<file path="src/rtl/vect_intc_pkg.sv">
package vect_intc_pkg;

    typedef enum logic [1:0] {
        ST_IDLE,
        ST_OFFER,
        ST_ACK
    } ctl_state_e;

    // system exceptions: index doubles as rank, vector is index + 1
    localparam int SYS_EXC       = 3;
    localparam int SYS_RESET     = 0;
    localparam int SYS_NMI       = 1;
    localparam int SYS_HFAULT    = 2;
    localparam int VEC_RESET     = 1;
    localparam int VEC_LINE_BASE = 16;
    localparam int FIELD_W       = 8;

endpackage

</file>
<file path="src/rtl/vect_intc_regs.sv">
module vect_intc_regs
    import vect_intc_pkg::*;
#(
    parameter int NUM_LINES = 13,
    parameter int PRIO_BITS = 2,
    parameter int ADDR_W    = 3,
    parameter int DATA_W    = 32,
    parameter int PRIO_BASE = 4
) (
    input  logic                           clk,
    input  logic                           rst_n,
    input  logic                           wr_en,
    input  logic [ADDR_W-1:0]              addr,
    input  logic [DATA_W-1:0]              wdata,
    output logic [DATA_W-1:0]              rdata,
    output logic [NUM_LINES-1:0]           en_mask,
    output logic [NUM_LINES*PRIO_BITS-1:0] prio_flat
);

    localparam int FIELDS = DATA_W / FIELD_W;
    localparam logic [ADDR_W-1:0] A_SET = ADDR_W'(0);
    localparam logic [ADDR_W-1:0] A_CLR = ADDR_W'(1);

    logic [PRIO_BITS-1:0] prio_q [NUM_LINES];

    function automatic logic [ADDR_W-1:0] line_addr(input int line);
        return ADDR_W'(PRIO_BASE + line / FIELDS);
    endfunction

    function automatic int field_msb(input int line);
        return (line % FIELDS) * FIELD_W + FIELD_W - 1;
    endfunction

    always_ff @(posedge clk or negedge rst_n) begin
        if (!rst_n) begin
            en_mask <= '0;
        end else if (wr_en) begin
            if (addr == A_SET) begin
                en_mask <= en_mask | wdata[NUM_LINES-1:0];
            end else if (addr == A_CLR) begin
                en_mask <= en_mask & ~wdata[NUM_LINES-1:0];
            end
        end
    end

    always_ff @(posedge clk or negedge rst_n) begin
        if (!rst_n) begin
            for (int i = 0; i < NUM_LINES; i++) begin
                prio_q[i] <= '0;
            end
        end else if (wr_en) begin
            for (int i = 0; i < NUM_LINES; i++) begin
                if (addr == line_addr(i)) begin
                    prio_q[i] <= wdata[field_msb(i) -: PRIO_BITS];
                end
            end
        end
    end

    always_comb begin
        rdata = '0;
        if (addr == A_SET || addr == A_CLR) begin
            rdata[NUM_LINES-1:0] = en_mask;
        end
        for (int i = 0; i < NUM_LINES; i++) begin
            if (addr == line_addr(i)) begin
                rdata[field_msb(i) -: PRIO_BITS] = prio_q[i];
            end
        end
    end

    for (genvar g = 0; g < NUM_LINES; g++) begin : g_flat
        assign prio_flat[g*PRIO_BITS +: PRIO_BITS] = prio_q[g];
    end

    // zero data bits leave the enable mask untouched
    assert_zero_write_keeps_enable_R3: assert property (
        @(posedge clk) disable iff (!rst_n)
        (wr_en && (addr == A_SET || addr == A_CLR) && wdata[NUM_LINES-1:0] == '0)
        |=> $stable(en_mask));

    // every bit written with 1 to the set word is enabled afterwards
    assert_set_enables_bits_R3: assert property (
        @(posedge clk) disable iff (!rst_n)
        (wr_en && addr == A_SET)
        |=> ((en_mask & $past(wdata[NUM_LINES-1:0])) == $past(wdata[NUM_LINES-1:0])));

endmodule

</file>
<file path="src/rtl/vect_intc_arb.sv">
module vect_intc_arb
    import vect_intc_pkg::*;
#(
    parameter int NUM_LINES = 13,
    parameter int PRIO_BITS = 2,
    parameter int RANK_W    = 3,
    parameter int VEC_W     = 5,
    parameter int IDLE_RANK = 7
) (
    input  logic [SYS_EXC-1:0]             sys_pend,
    input  logic [NUM_LINES-1:0]           line_pend,
    input  logic [NUM_LINES-1:0]           en_mask,
    input  logic [NUM_LINES*PRIO_BITS-1:0] prio_flat,
    output logic                           win_valid,
    output logic [VEC_W-1:0]               win_vec,
    output logic [RANK_W-1:0]              win_rank
);

    logic [RANK_W-1:0] cand;

    always_comb begin
        win_valid = 1'b0;
        win_rank  = RANK_W'(IDLE_RANK);
        win_vec   = '0;
        cand      = '0;
        // strict compare keeps the lower line on a tie
        for (int i = 0; i < NUM_LINES; i++) begin
            cand = RANK_W'(SYS_EXC) + RANK_W'(prio_flat[i*PRIO_BITS +: PRIO_BITS]);
            if (line_pend[i] && en_mask[i] && cand < win_rank) begin
                win_valid = 1'b1;
                win_rank  = cand;
                win_vec   = VEC_W'(VEC_LINE_BASE + i);
            end
        end
        // system exceptions override, most urgent last
        for (int s = SYS_EXC - 1; s >= 0; s--) begin
            if (sys_pend[s]) begin
                win_valid = 1'b1;
                win_rank  = RANK_W'(s);
                win_vec   = VEC_W'(VEC_RESET + s);
            end
        end
    end

endmodule

</file>
<file path="src/rtl/vect_intc_stack.sv">
module vect_intc_stack #(
    parameter int DEPTH     = 5,
    parameter int RANK_W    = 3,
    parameter int IDLE_RANK = 7
) (
    input  logic              clk,
    input  logic              rst_n,
    input  logic              push,
    input  logic [RANK_W-1:0] push_rank,
    input  logic              pop,
    output logic [RANK_W-1:0] active_rank,
    output logic              full
);

    localparam int CNT_W = $clog2(DEPTH + 1);

    logic [RANK_W-1:0] slot_q [DEPTH];
    logic [CNT_W-1:0]  cnt_q;
    logic              do_push;
    logic              do_pop;

    assign full    = (cnt_q == CNT_W'(DEPTH));
    assign do_push = push && !full;
    assign do_pop  = pop && (cnt_q != '0);

    always_ff @(posedge clk or negedge rst_n) begin
        if (!rst_n) begin
            cnt_q <= '0;
        end else if (do_push && !do_pop) begin
            cnt_q <= cnt_q + CNT_W'(1);
        end else if (do_pop && !do_push) begin
            cnt_q <= cnt_q - CNT_W'(1);
        end
    end

    always_ff @(posedge clk) begin
        if (do_push && do_pop) begin
            slot_q[cnt_q - CNT_W'(1)] <= push_rank;
        end else if (do_push) begin
            slot_q[cnt_q] <= push_rank;
        end
    end

    assign active_rank = (cnt_q == '0) ? RANK_W'(IDLE_RANK) : slot_q[cnt_q - CNT_W'(1)];

    // the controller never takes a vector into a full stack
    assert_push_has_room_R10: assert property (
        @(posedge clk) disable iff (!rst_n)
        push |-> !full);

    // a taken vector always outranks the running handler
    assert_push_outranks_R9: assert property (
        @(posedge clk) disable iff (!rst_n)
        push |-> (push_rank < active_rank));

    // a return on an empty stack leaves it empty
    assert_empty_pop_holds_R10: assert property (
        @(posedge clk) disable iff (!rst_n)
        (pop && !push && cnt_q == '0) |=> (active_rank == RANK_W'(IDLE_RANK)));

endmodule

</file>
<file path="src/rtl/vect_intc.sv">
module vect_intc
    import vect_intc_pkg::*;
#(
    parameter int NUM_LINES   = 13,
    parameter int PRIO_BITS   = 2,
    parameter int STACK_DEPTH = 5,
    parameter int ADDR_W      = 3,
    parameter int DATA_W      = 32,
    localparam int VEC_W      = $clog2(VEC_LINE_BASE + NUM_LINES)
) (
    input  logic                 clk,
    input  logic                 rst_n,
    input  logic [NUM_LINES-1:0] irq_i,
    input  logic                 nmi_sw_i,
    input  logic                 nmi_hw_i,
    input  logic                 hfault_i,
    input  logic                 reg_wr_i,
    input  logic [ADDR_W-1:0]    reg_addr_i,
    input  logic [DATA_W-1:0]    reg_wdata_i,
    output logic [DATA_W-1:0]    reg_rdata_o,
    output logic                 req_o,
    output logic [VEC_W-1:0]     vec_o,
    input  logic                 take_i,
    output logic                 ack_o,
    input  logic                 ret_i
);

    localparam int IDLE_RANK = SYS_EXC + (1 << PRIO_BITS);
    localparam int RANK_W    = $clog2(IDLE_RANK + 1);

    logic [NUM_LINES-1:0]           en_mask;
    logic [NUM_LINES*PRIO_BITS-1:0] prio_flat;
    logic [NUM_LINES-1:0]           irq_q, line_pend, line_set, line_clr;
    logic [SYS_EXC-1:0]             sys_pend, sys_set, sys_clr;
    logic                           nmi_q, hf_q, nmi_src;
    logic                           win_valid, stack_full, preempt, take_fire;
    logic [VEC_W-1:0]               win_vec, vec_q;
    logic [RANK_W-1:0]              win_rank, rank_q, active_rank;
    ctl_state_e                     state_q, nxt;

    vect_intc_regs #(
        .NUM_LINES(NUM_LINES), .PRIO_BITS(PRIO_BITS),
        .ADDR_W(ADDR_W), .DATA_W(DATA_W), .PRIO_BASE(4)
    ) u_regs (
        .clk(clk), .rst_n(rst_n), .wr_en(reg_wr_i), .addr(reg_addr_i),
        .wdata(reg_wdata_i), .rdata(reg_rdata_o),
        .en_mask(en_mask), .prio_flat(prio_flat)
    );

    vect_intc_arb #(
        .NUM_LINES(NUM_LINES), .PRIO_BITS(PRIO_BITS), .RANK_W(RANK_W),
        .VEC_W(VEC_W), .IDLE_RANK(IDLE_RANK)
    ) u_arb (
        .sys_pend(sys_pend), .line_pend(line_pend), .en_mask(en_mask),
        .prio_flat(prio_flat), .win_valid(win_valid),
        .win_vec(win_vec), .win_rank(win_rank)
    );

    vect_intc_stack #(
        .DEPTH(STACK_DEPTH), .RANK_W(RANK_W), .IDLE_RANK(IDLE_RANK)
    ) u_stack (
        .clk(clk), .rst_n(rst_n), .push(take_fire), .push_rank(rank_q),
        .pop(ret_i), .active_rank(active_rank), .full(stack_full)
    );

    // ---------------- request capture ----------------
    assign nmi_src   = nmi_sw_i | nmi_hw_i;
    assign line_set  = irq_i & ~irq_q;
    assign sys_set   = {hfault_i & ~hf_q, nmi_src & ~nmi_q, 1'b0};
    assign take_fire = (state_q == ST_OFFER) && take_i;

    always_comb begin
        for (int i = 0; i < NUM_LINES; i++) begin
            line_clr[i] = take_fire && (vec_q == VEC_W'(VEC_LINE_BASE + i));
        end
        for (int s = 0; s < SYS_EXC; s++) begin
            sys_clr[s] = take_fire && (vec_q == VEC_W'(VEC_RESET + s));
        end
    end

    always_ff @(posedge clk or negedge rst_n) begin
        if (!rst_n) begin
            irq_q     <= '0;
            nmi_q     <= 1'b0;
            hf_q      <= 1'b0;
            line_pend <= '0;
            sys_pend  <= SYS_EXC'(1) << SYS_RESET;
        end else begin
            irq_q     <= irq_i;
            nmi_q     <= nmi_src;
            hf_q      <= hfault_i;
            line_pend <= (line_pend & ~line_clr) | line_set;
            sys_pend  <= (sys_pend & ~sys_clr) | sys_set;
        end
    end

    assign preempt = win_valid && (win_rank < active_rank) && !stack_full;

    // ---------------- handshake state machine ----------------
    always_ff @(posedge clk or negedge rst_n) begin
        if (!rst_n) begin
            state_q <= ST_IDLE;
        end else begin
            state_q <= nxt;
        end
    end

    always_comb begin
        nxt = state_q;
        unique case (state_q)
            ST_IDLE:  if (preempt) nxt = ST_OFFER;
            ST_OFFER: begin
                if (take_i)        nxt = ST_ACK;
                else if (!preempt) nxt = ST_IDLE;
            end
            ST_ACK:   nxt = ST_IDLE;
            default:  nxt = ST_IDLE;
        endcase
    end

    always_ff @(posedge clk or negedge rst_n) begin
        if (!rst_n) begin
            vec_q  <= '0;
            rank_q <= RANK_W'(IDLE_RANK);
        end else if (nxt == ST_OFFER) begin
            vec_q  <= win_vec;
            rank_q <= win_rank;
        end
    end

    assign req_o = (state_q == ST_OFFER);
    assign ack_o = (state_q == ST_ACK);
    assign vec_o = vec_q;

    // an offered vector strictly outranks the running handler
    assert_offer_outranks_R9: assert property (
        @(posedge clk) disable iff (!rst_n)
        req_o |-> (rank_q < active_rank));

    // a take is confirmed in the next cycle with the offer withdrawn
    assert_take_acks_R11: assert property (
        @(posedge clk) disable iff (!rst_n)
        (req_o && take_i) |=> (ack_o && !req_o && $stable(vec_o)));

    // the confirmation lasts one cycle
    assert_ack_single_R11: assert property (
        @(posedge clk) disable iff (!rst_n)
        ack_o |=> !ack_o);

endmodule

</file>
<file path="config.mk">
export PLATFORM = sky130hd
export DESIGN_NAME = vect_intc
export DESIGN_NICKNAME = d
export VERILOG_FILES = /design/src/rtl/vect_intc_pkg.sv /design/src/rtl/vect_intc_regs.sv /design/src/rtl/vect_intc_arb.sv /design/src/rtl/vect_intc_stack.sv /design/src/rtl/vect_intc.sv
export SDC_FILE = /design/constraint.sdc
export NUM_CORES = 1
export LEC_CHECK = 0
export ABC_CLOCK_PERIOD_IN_PS = 8600
export BUFFER_PORTS_ARGS = -buffer_cell sky130_fd_sc_hd__buf_2
export CAP_MARGIN = 20
export CORE_MARGIN = 4
export CORE_UTILIZATION = 30
export DETAILED_ROUTE_END_ITERATION = 12
export PLACE_DENSITY_LB_ADDON = 0.25
export SLEW_MARGIN = 20
export SYNTH_ARGS = -nofsm -noshare
export SYNTH_HDL_FRONTEND = slang
export SYNTH_SLANG_ARGS = --single-unit
</file>
<file path="constraint.sdc">
create_clock -name clk -period 8.6 [get_ports clk]
set_input_delay 0.86 -clock clk [delete_from_list [all_inputs] [get_ports clk]]
set_output_delay 0.86 -clock clk [all_outputs]
set_load 0.1 [all_outputs]
</file>
==> impl_metrics.py, run 1 <==
metrics = {
    "layout": {
        "finalNonFillerCells": 1175,
        "drive_above_1_share_pct": 27.9,
        "fillCellCount": 2208,
        "syn2layout_area_growth_pct": 25.8,
        "antenna_cells": 0,
        "fin_area_sq_um": 8470,
        "multi_input_area_sq_um": 4180,
        "regArea_sq_um": 2530,
        "nets": 973,
        "final_core_util_pct": 38.6,
    },
    "drt": {
        "drc": 0,
        "drt.antenna.violating_nets": 0,
        "finalWirelength_um": 20000,
        "firstDrtPassIters": 5,
        "wl_per_cell_um": 17.0,
        "drt_iter0_drc": 338,
        "vias_per_cell": 5.17,
        "vias": 6078,
    },
    "sta": {
        "worstMarginPinSlew_ps": 987,
        "setup_tns_ps": 0,
        "setup_viol": 0,
        "fmax_mhz": 121,
        "slew_viol_final": 0,
        "period_share_pct": 96.1,
        "period_needed_ps": 8260,
        "hold_slack_ps": 413,
        "clock_skew_ps": 16.5,
        "worst_slack_ps": 335,
        "slew_headroom_pct": 34.0,
        "final_hold_viol_count": 0,
    },
    "run": {
        "timing.max_cap.violations": 0,
    },
    "floorplanning": {
        "die_w_um": 158,
        "die_h_um": 158,
        "placementRows": 54,
        "start_util_pct": 30.7,
        "core-area_sq_um": 22000,
        "pin_count": 95,
        "die_area_sq_um": 24900,
    },
    "min_path": {
        "min_path_type": "in2async",
    },
    "placement": {
        "placed_area_sq_um": 7770,
        "dpl.cell_count": 1150,
        "place.gp.congestion": 0.883,
        "portBuffers": 68,
        "hpwlAfterDp_um": 15400,
        "place_ws_ps": -210,
    },
    "setup_path": {
        "setup.worst_path.start_class": "register",
        "crit_path_end_kind": "register",
        "crit_required_ps": 8840,
        "critPathKind": "reg2reg",
        "cp_data_arrival_time_ps": 8500,
        "cp_slowest_cell": "or4_4",
        "reg2reg_depth": 39,
        "cpMostUsedCell": "buf_4",
        "slowest_delay_ps": 540,
        "path_max_fanout": 7,
    },
    "pwr": {
        "max-vdd-ir-drop_v": 0.000124,
        "p_total_mw": 3.01,
        "p_leak_nw": 3.70,
        "powerDensity_nw_per_um2": 355,
    },
    "grt": {
        "grt_pass1_vias": 5731,
        "grt_pass1_wl_um": 30600,
        "grt_overflow": 0,
        "grt_max_degree": 60,
        "gr-usage-all-layers_pct": 15.6,
        "antenna_found_initial": 1,
    },
    "synth": {
        "synth_top_area_share_pct": 29.3,
        "synth_area_leaders": "dfrtp_1, edfxtp_1, o21ai_0",
        "syn_area_per_cell_sq_um": 8.86,
        "synthCells": 760,
        "synth_edf_count": 15,
        "synth-main-ff-cell": "dfrtp_1",
        "yosysWarnings": 0,
        "ys_seq_elements": 98,
        "synthesis.area_sq_um": 6740,
        "seq_area_frac_synth_pct": 37.6,
        "ys_types": 89,
        "async_flop_share_pct": 84.7,
        "synth_top_cell_by_area": "dfrtp_1",
    },
    "clock_tree": {
        "clock_tree.root_cell": "clkbuf_16",
        "clk_latency_ps": 360,
        "path_clk_slew_ps": 80,
        "cts_tree": "built",
        "htree_levels": 3,
        "clock_path_buffers": 2,
        "hold_buffers": 0,
        "cts_buffers": 9,
        "cts_num_sinks": 98,
    },
    "outcome": {
        "outcome": "finished, final reports clean",
    },
}
-- cells in the mapped netlist (3+ instances only) --
cell type / count
nand2b_1: 5
xor2_1: 3
inv_1: 66
o22ai_1: 7
nor2_1: 39
nand3b_1: 3
dfstp_2: 4
nand3_1: 25
buf_4: 14
mux4_2: 3
and3_1: 9
edfxtp_1: 15
o31a_1: 3
o21a_1: 4
mux2_4: 5
nor2b_1: 5
o31ai_1: 7
o211a_1: 5
a21o_1: 11
a31oi_1: 11
a22o_1: 7
dfrtp_1: 79
and2_1: 32
clkbuf_1: 16
a211oi_1: 7
a21oi_1: 24
o41ai_1: 3
nand4_1: 5
o21ai_0: 80
mux2i_1: 17
or3_1: 3
maj3_1: 6
or2_2: 3
o221ai_1: 3
nor3_1: 12
a22oi_1: 5
o211ai_1: 10
ha_1: 27
mux2_2: 18
nand2_1: 90
nor4_1: 5
-- placed cells by master, fill, tap and decap left out, drive strengths merged, types with 5 or more instances in the layout --
master	Yosys	routed
nor4	6	6
a22o	7	7
nand3	25	25
a22oi	5	5
a211oi	8	8
dfrtp	79	79
conb	1	13
a21oi	25	25
nand2	90	90
nor2	39	39
mux2i	17	17
o31ai	7	7
o21ai	83	83
ha	27	27
clkbuf	16	9
inv	67	70
maj3	6	6
nor2b	5	5
mux2	23	23
nand4	5	5
buf	16	139
or2	5	5
a31oi	12	12
o22ai	7	7
edfxtp	15	15
o211a	5	5
o211ai	11	11
nand2b	5	5
a21o	12	12
and2	33	33
and3	9	9
nor3	14	14
-- worst paths after layout --
kind,slack (ps),startpoint,end
setup reg to reg,340,u_regs.prio_flat[1],vec_o[1]
max in group asynchronous,7080,rst_n,irq_q[10]
min in group clk,410,irq_q[1],line_pend[1]
setup / recovery,340,u_regs.prio_flat[1],vec_o[1]
hold / removal,410,rst_n,asynchronous set/reset pin
hold reg to reg,410,irq_q[1],line_pend[1]
-- power by group --
part	switching, mW	internal (mW)
combinational	1.10	0.856
clock	0.196	0.198
sequential	0.0985	0.564
-- worst max-delay path, delay by kind of cell (launching register included) --
family	cells	cell delay [ps]
AOI/OAI and AO/OA	20	3910
adders and majority gates	4	980
buffers and inverters	5	590
DFF	1	430
muxes	2	570
and+or+nand+nor	8	1650
-- cell families (layout without fill, tap and decap cells) --
kind of cell / Yosys count / after routing / share of synthesized area [%]
muxes: 43 / 43 / 7.65
and+or+nand+nor: 252 / 252 / 18.6
buffers and inverters: 99 / 222 / 6.30
adders and majority gates: 33 / 33 / 5.91
xor gates and xnor gates: 3 / 3 / 0.390
other: 1 / 13 / 0.0557
AOI/OAI and AO/OA: 231 / 231 / 23.5
DFF: 98 / 98 / 37.6
-- metal layers --
layer | track usage, % | up-vias | wire length [um]
met5 | 0 | - | 0
met2 | 24.9 | 127 | 9300
met1 | 21.9 | 2906 | 9490
met4 | 5.00 | 0 | 348
li1 | - | 3023 | -
met3 | 1.97 | 22 | 835
-- cell type report --
class | count | area share, %
clock buffers | 9 | 2.66
clock inverters | 7 | 0.591
inverters | 67 | 2.97
multi-input cells | 575 | 49.3
flip-flops and latches | 98 | 29.9
well taps | 280 | 4.13
repair buffers | 139 | 10.5
-- timing repair --
item                                    CTS  global route
endpoints found under the setup margin    9             9
setup buffers                             1             8
pin swaps                                 1            38
resized for setup                         8            61
Note: power is estimated with default switching activity, not from simulation.
==> run 2: changes to the inputs <==
==> constraint.sdc (replaced) <==
create_clock -name clk -period 8.6 [get_ports clk]
set_input_delay 2.58 -clock clk [delete_from_list [all_inputs] [get_ports clk]]
set_output_delay 2.58 -clock clk [all_outputs]
set_load 0.1 [all_outputs]
==> run 2 against run 1 <==
Compared with the run above: sequential power about the same; total power up 1.4%; utilization increased by 0.27 points; clock skew fell by 6.6 ps; cell count is 0.60% higher; routed wire length up 0.73%; via count hardly changed; sequential share of layout area fell by 0.21 points; non-clock buffer count increased by 6; critical path depth is 1 lower; clock power increased by 4%; maximum frequency rose by 0.35%; critical endpoint unchanged.
==> impl_metrics.py, run 2 (synthesized netlist as in run 1, its figures left out) <==
metrics = {
    "outcome": {
        "outcome": "finished, final reports clean",
    },
    "setup_path": {
        "path_max_fanout": 7,
        "setup.worst_path.start_class": "register",
        "reg2reg_from": "u_regs.prio_flat[3]",
        "crit_path_end_kind": "register",
        "cp_data_arrival_time_ps": 8470,
        "cp-startpoint": "u_regs.prio_flat[3]",
        "cpMostUsedCell": "ha_1",
        "rr_endpoint": "vec_o[1]",
        "ff2ff_setup_slack_ps": 360,
        "crit_required_ps": 8840,
        "cp_slowest_cell": "or4_4",
        "critPathKind": "reg2reg",
        "slowest_delay_ps": 580,
        "reg2reg_depth": 38,
    },
    "sta": {
        "setup_viol": 0,
        "worstMarginPinSlew_ps": 1040,
        "fmax_mhz": 121,
        "setup_tns_ps": 0,
        "period_share_pct": 95.8,
        "slew_headroom_pct": 30.6,
        "hold_slack_ps": 412,
        "slew_viol_final": 0,
        "period_needed_ps": 8240,
        "final_hold_viol_count": 0,
        "clock_skew_ps": 9.82,
    },
    "drt": {
        "wl_per_cell_um": 17.0,
        "finalWirelength_um": 20100,
        "vias_per_cell": 5.14,
        "firstDrtPassIters": 5,
        "drt.antenna.violating_nets": 0,
        "drt_iter0_drc": 435,
        "vias": 6079,
        "drc": 0,
    },
    "clock_tree": {
        "cts_tree": "built",
        "clock_tree.root_cell": "clkbuf_16",
        "cts_num_sinks": 98,
        "htree_levels": 3,
        "clk_latency_ps": 350,
        "clock_path_buffers": 2,
        "cts_buffers": 9,
        "path_clk_slew_ps": 70,
    },
    "pwr": {
        "p_leak_nw": 3.75,
        "powerDensity_nw_per_um2": 358,
        "max-vdd-ir-drop_v": 0.000142,
        "p_total_mw": 3.05,
    },
    "grt": {
        "grt_max_degree": 50,
        "grt_pass1_wl_um": 31300,
        "gr-usage-all-layers_pct": 16.0,
        "grt_pass1_vias": 5754,
        "antenna_found_initial": 0,
        "grt_overflow": 0,
    },
    "placement": {
        "hpwlAfterDp_um": 15400,
        "place.gp.congestion": 0.893,
        "portBuffers": 68,
        "placed_area_sq_um": 7810,
    },
    "layout": {
        "multi_input_area_sq_um": 4180,
        "mostFrequentLayoutCells": "nand2_1, dfrtp_1, o21ai_0, buf_4, buf_2",
        "final_core_util_pct": 38.9,
        "fin_area_sq_um": 8530,
        "regArea_sq_um": 2530,
        "nets": 979,
        "drive_above_1_share_pct": 28.0,
        "syn2layout_area_growth_pct": 26.7,
        "fillCellCount": 2231,
        "final_common_cell": "nand2_1",
    },
    "floorplanning": {
        "die_h_um": 158,
        "placementRows": 54,
        "start_util_pct": 30.7,
        "core-area_sq_um": 22000,
        "die_w_um": 158,
        "die_area_sq_um": 24900,
        "pin_count": 95,
    },
    "min_path": {
        "min_path_type": "reg2reg",
        "hold_end": "line_pend[3]",
        "hold_depth": 1,
        "hp-start": "irq_q[3]",
    },
    "run": {
        "timing.max_cap.violations": 0,
    },
}
## run 2: final cells by class
| type | instances | area share [%] |
|---|---|---|
| Antenna cell | 1 | 0.0293 |
| Clock buffer | 12 | 2.77 |
| Clock inverter | 4 | 0.616 |
| Inverter | 67 | 2.95 |
| Multi-Input combinational cell | 575 | 49.0 |
| Sequential cell | 98 | 29.7 |
| Tap cell | 280 | 4.10 |
| Timing Repair Buffer | 145 | 10.8 |
## run 2: worst max path at each step
stage	end	slack, ps	cells after the start
CTS	vec_o[1]	1	38
detailed placement	vec_o[1]	-440	37
global route	vec_o[1]	-40	40
floorplan	vec_o[1]	210	38
global placement	vec_o[0]	-330	37
finish	vec_o[1]	360	38
## run 2: critical path: cells and delay by family (launching register included)
kind,cells,cell delay (ps)
AOI/OAI and AO/OA,17,3310
adders and majority gates,4,1020
buffers and inverters,4,430
DFF,1,340
muxes,2,570
and+or+nand+nor,11,2410
## run 2: layer usage
| layer | track usage, % | vias to the layer above | part of all wire, % |
|---|---|---|---|
| met2 | 25.3 | 138 | 47 |
| met5 | 0 | - | 0 |
| met1 | 22.9 | 2889 | 48 |
| met4 | 5.04 | 0 | 1.7 |
| li1 | - | 3033 | - |
| met3 | 1.86 | 19 | 3.3 |
## run 2: timing repair
item,in CTS,in global routing
hold buffers,0,0
resized for setup,13,53
setup endpoints to repair,9,9
buffers inserted,1,8
pin swaps,1,31
## run 2: metrics by stage
stage          setup WS (ps)  cells
2_1_floorplan            213    772
3_3_place_gp            -327   1156
3_5_place_dp            -441   1156
4_1_cts                 1.40   1173
5_1_grt                -40.8   1181
6_report                 364   1182
## run 2: where the power goes
| group | total, mW | leakage [nW] | internal [mW] | switching [mW] |
|---|---|---|---|---|
| Clock | 0.410 | 0.141 | 0.227 | 0.182 |
| Sequential | 0.660 | 1.09 | 0.564 | 0.0960 |
| Combinational | 1.98 | 2.52 | 0.867 | 1.12 |
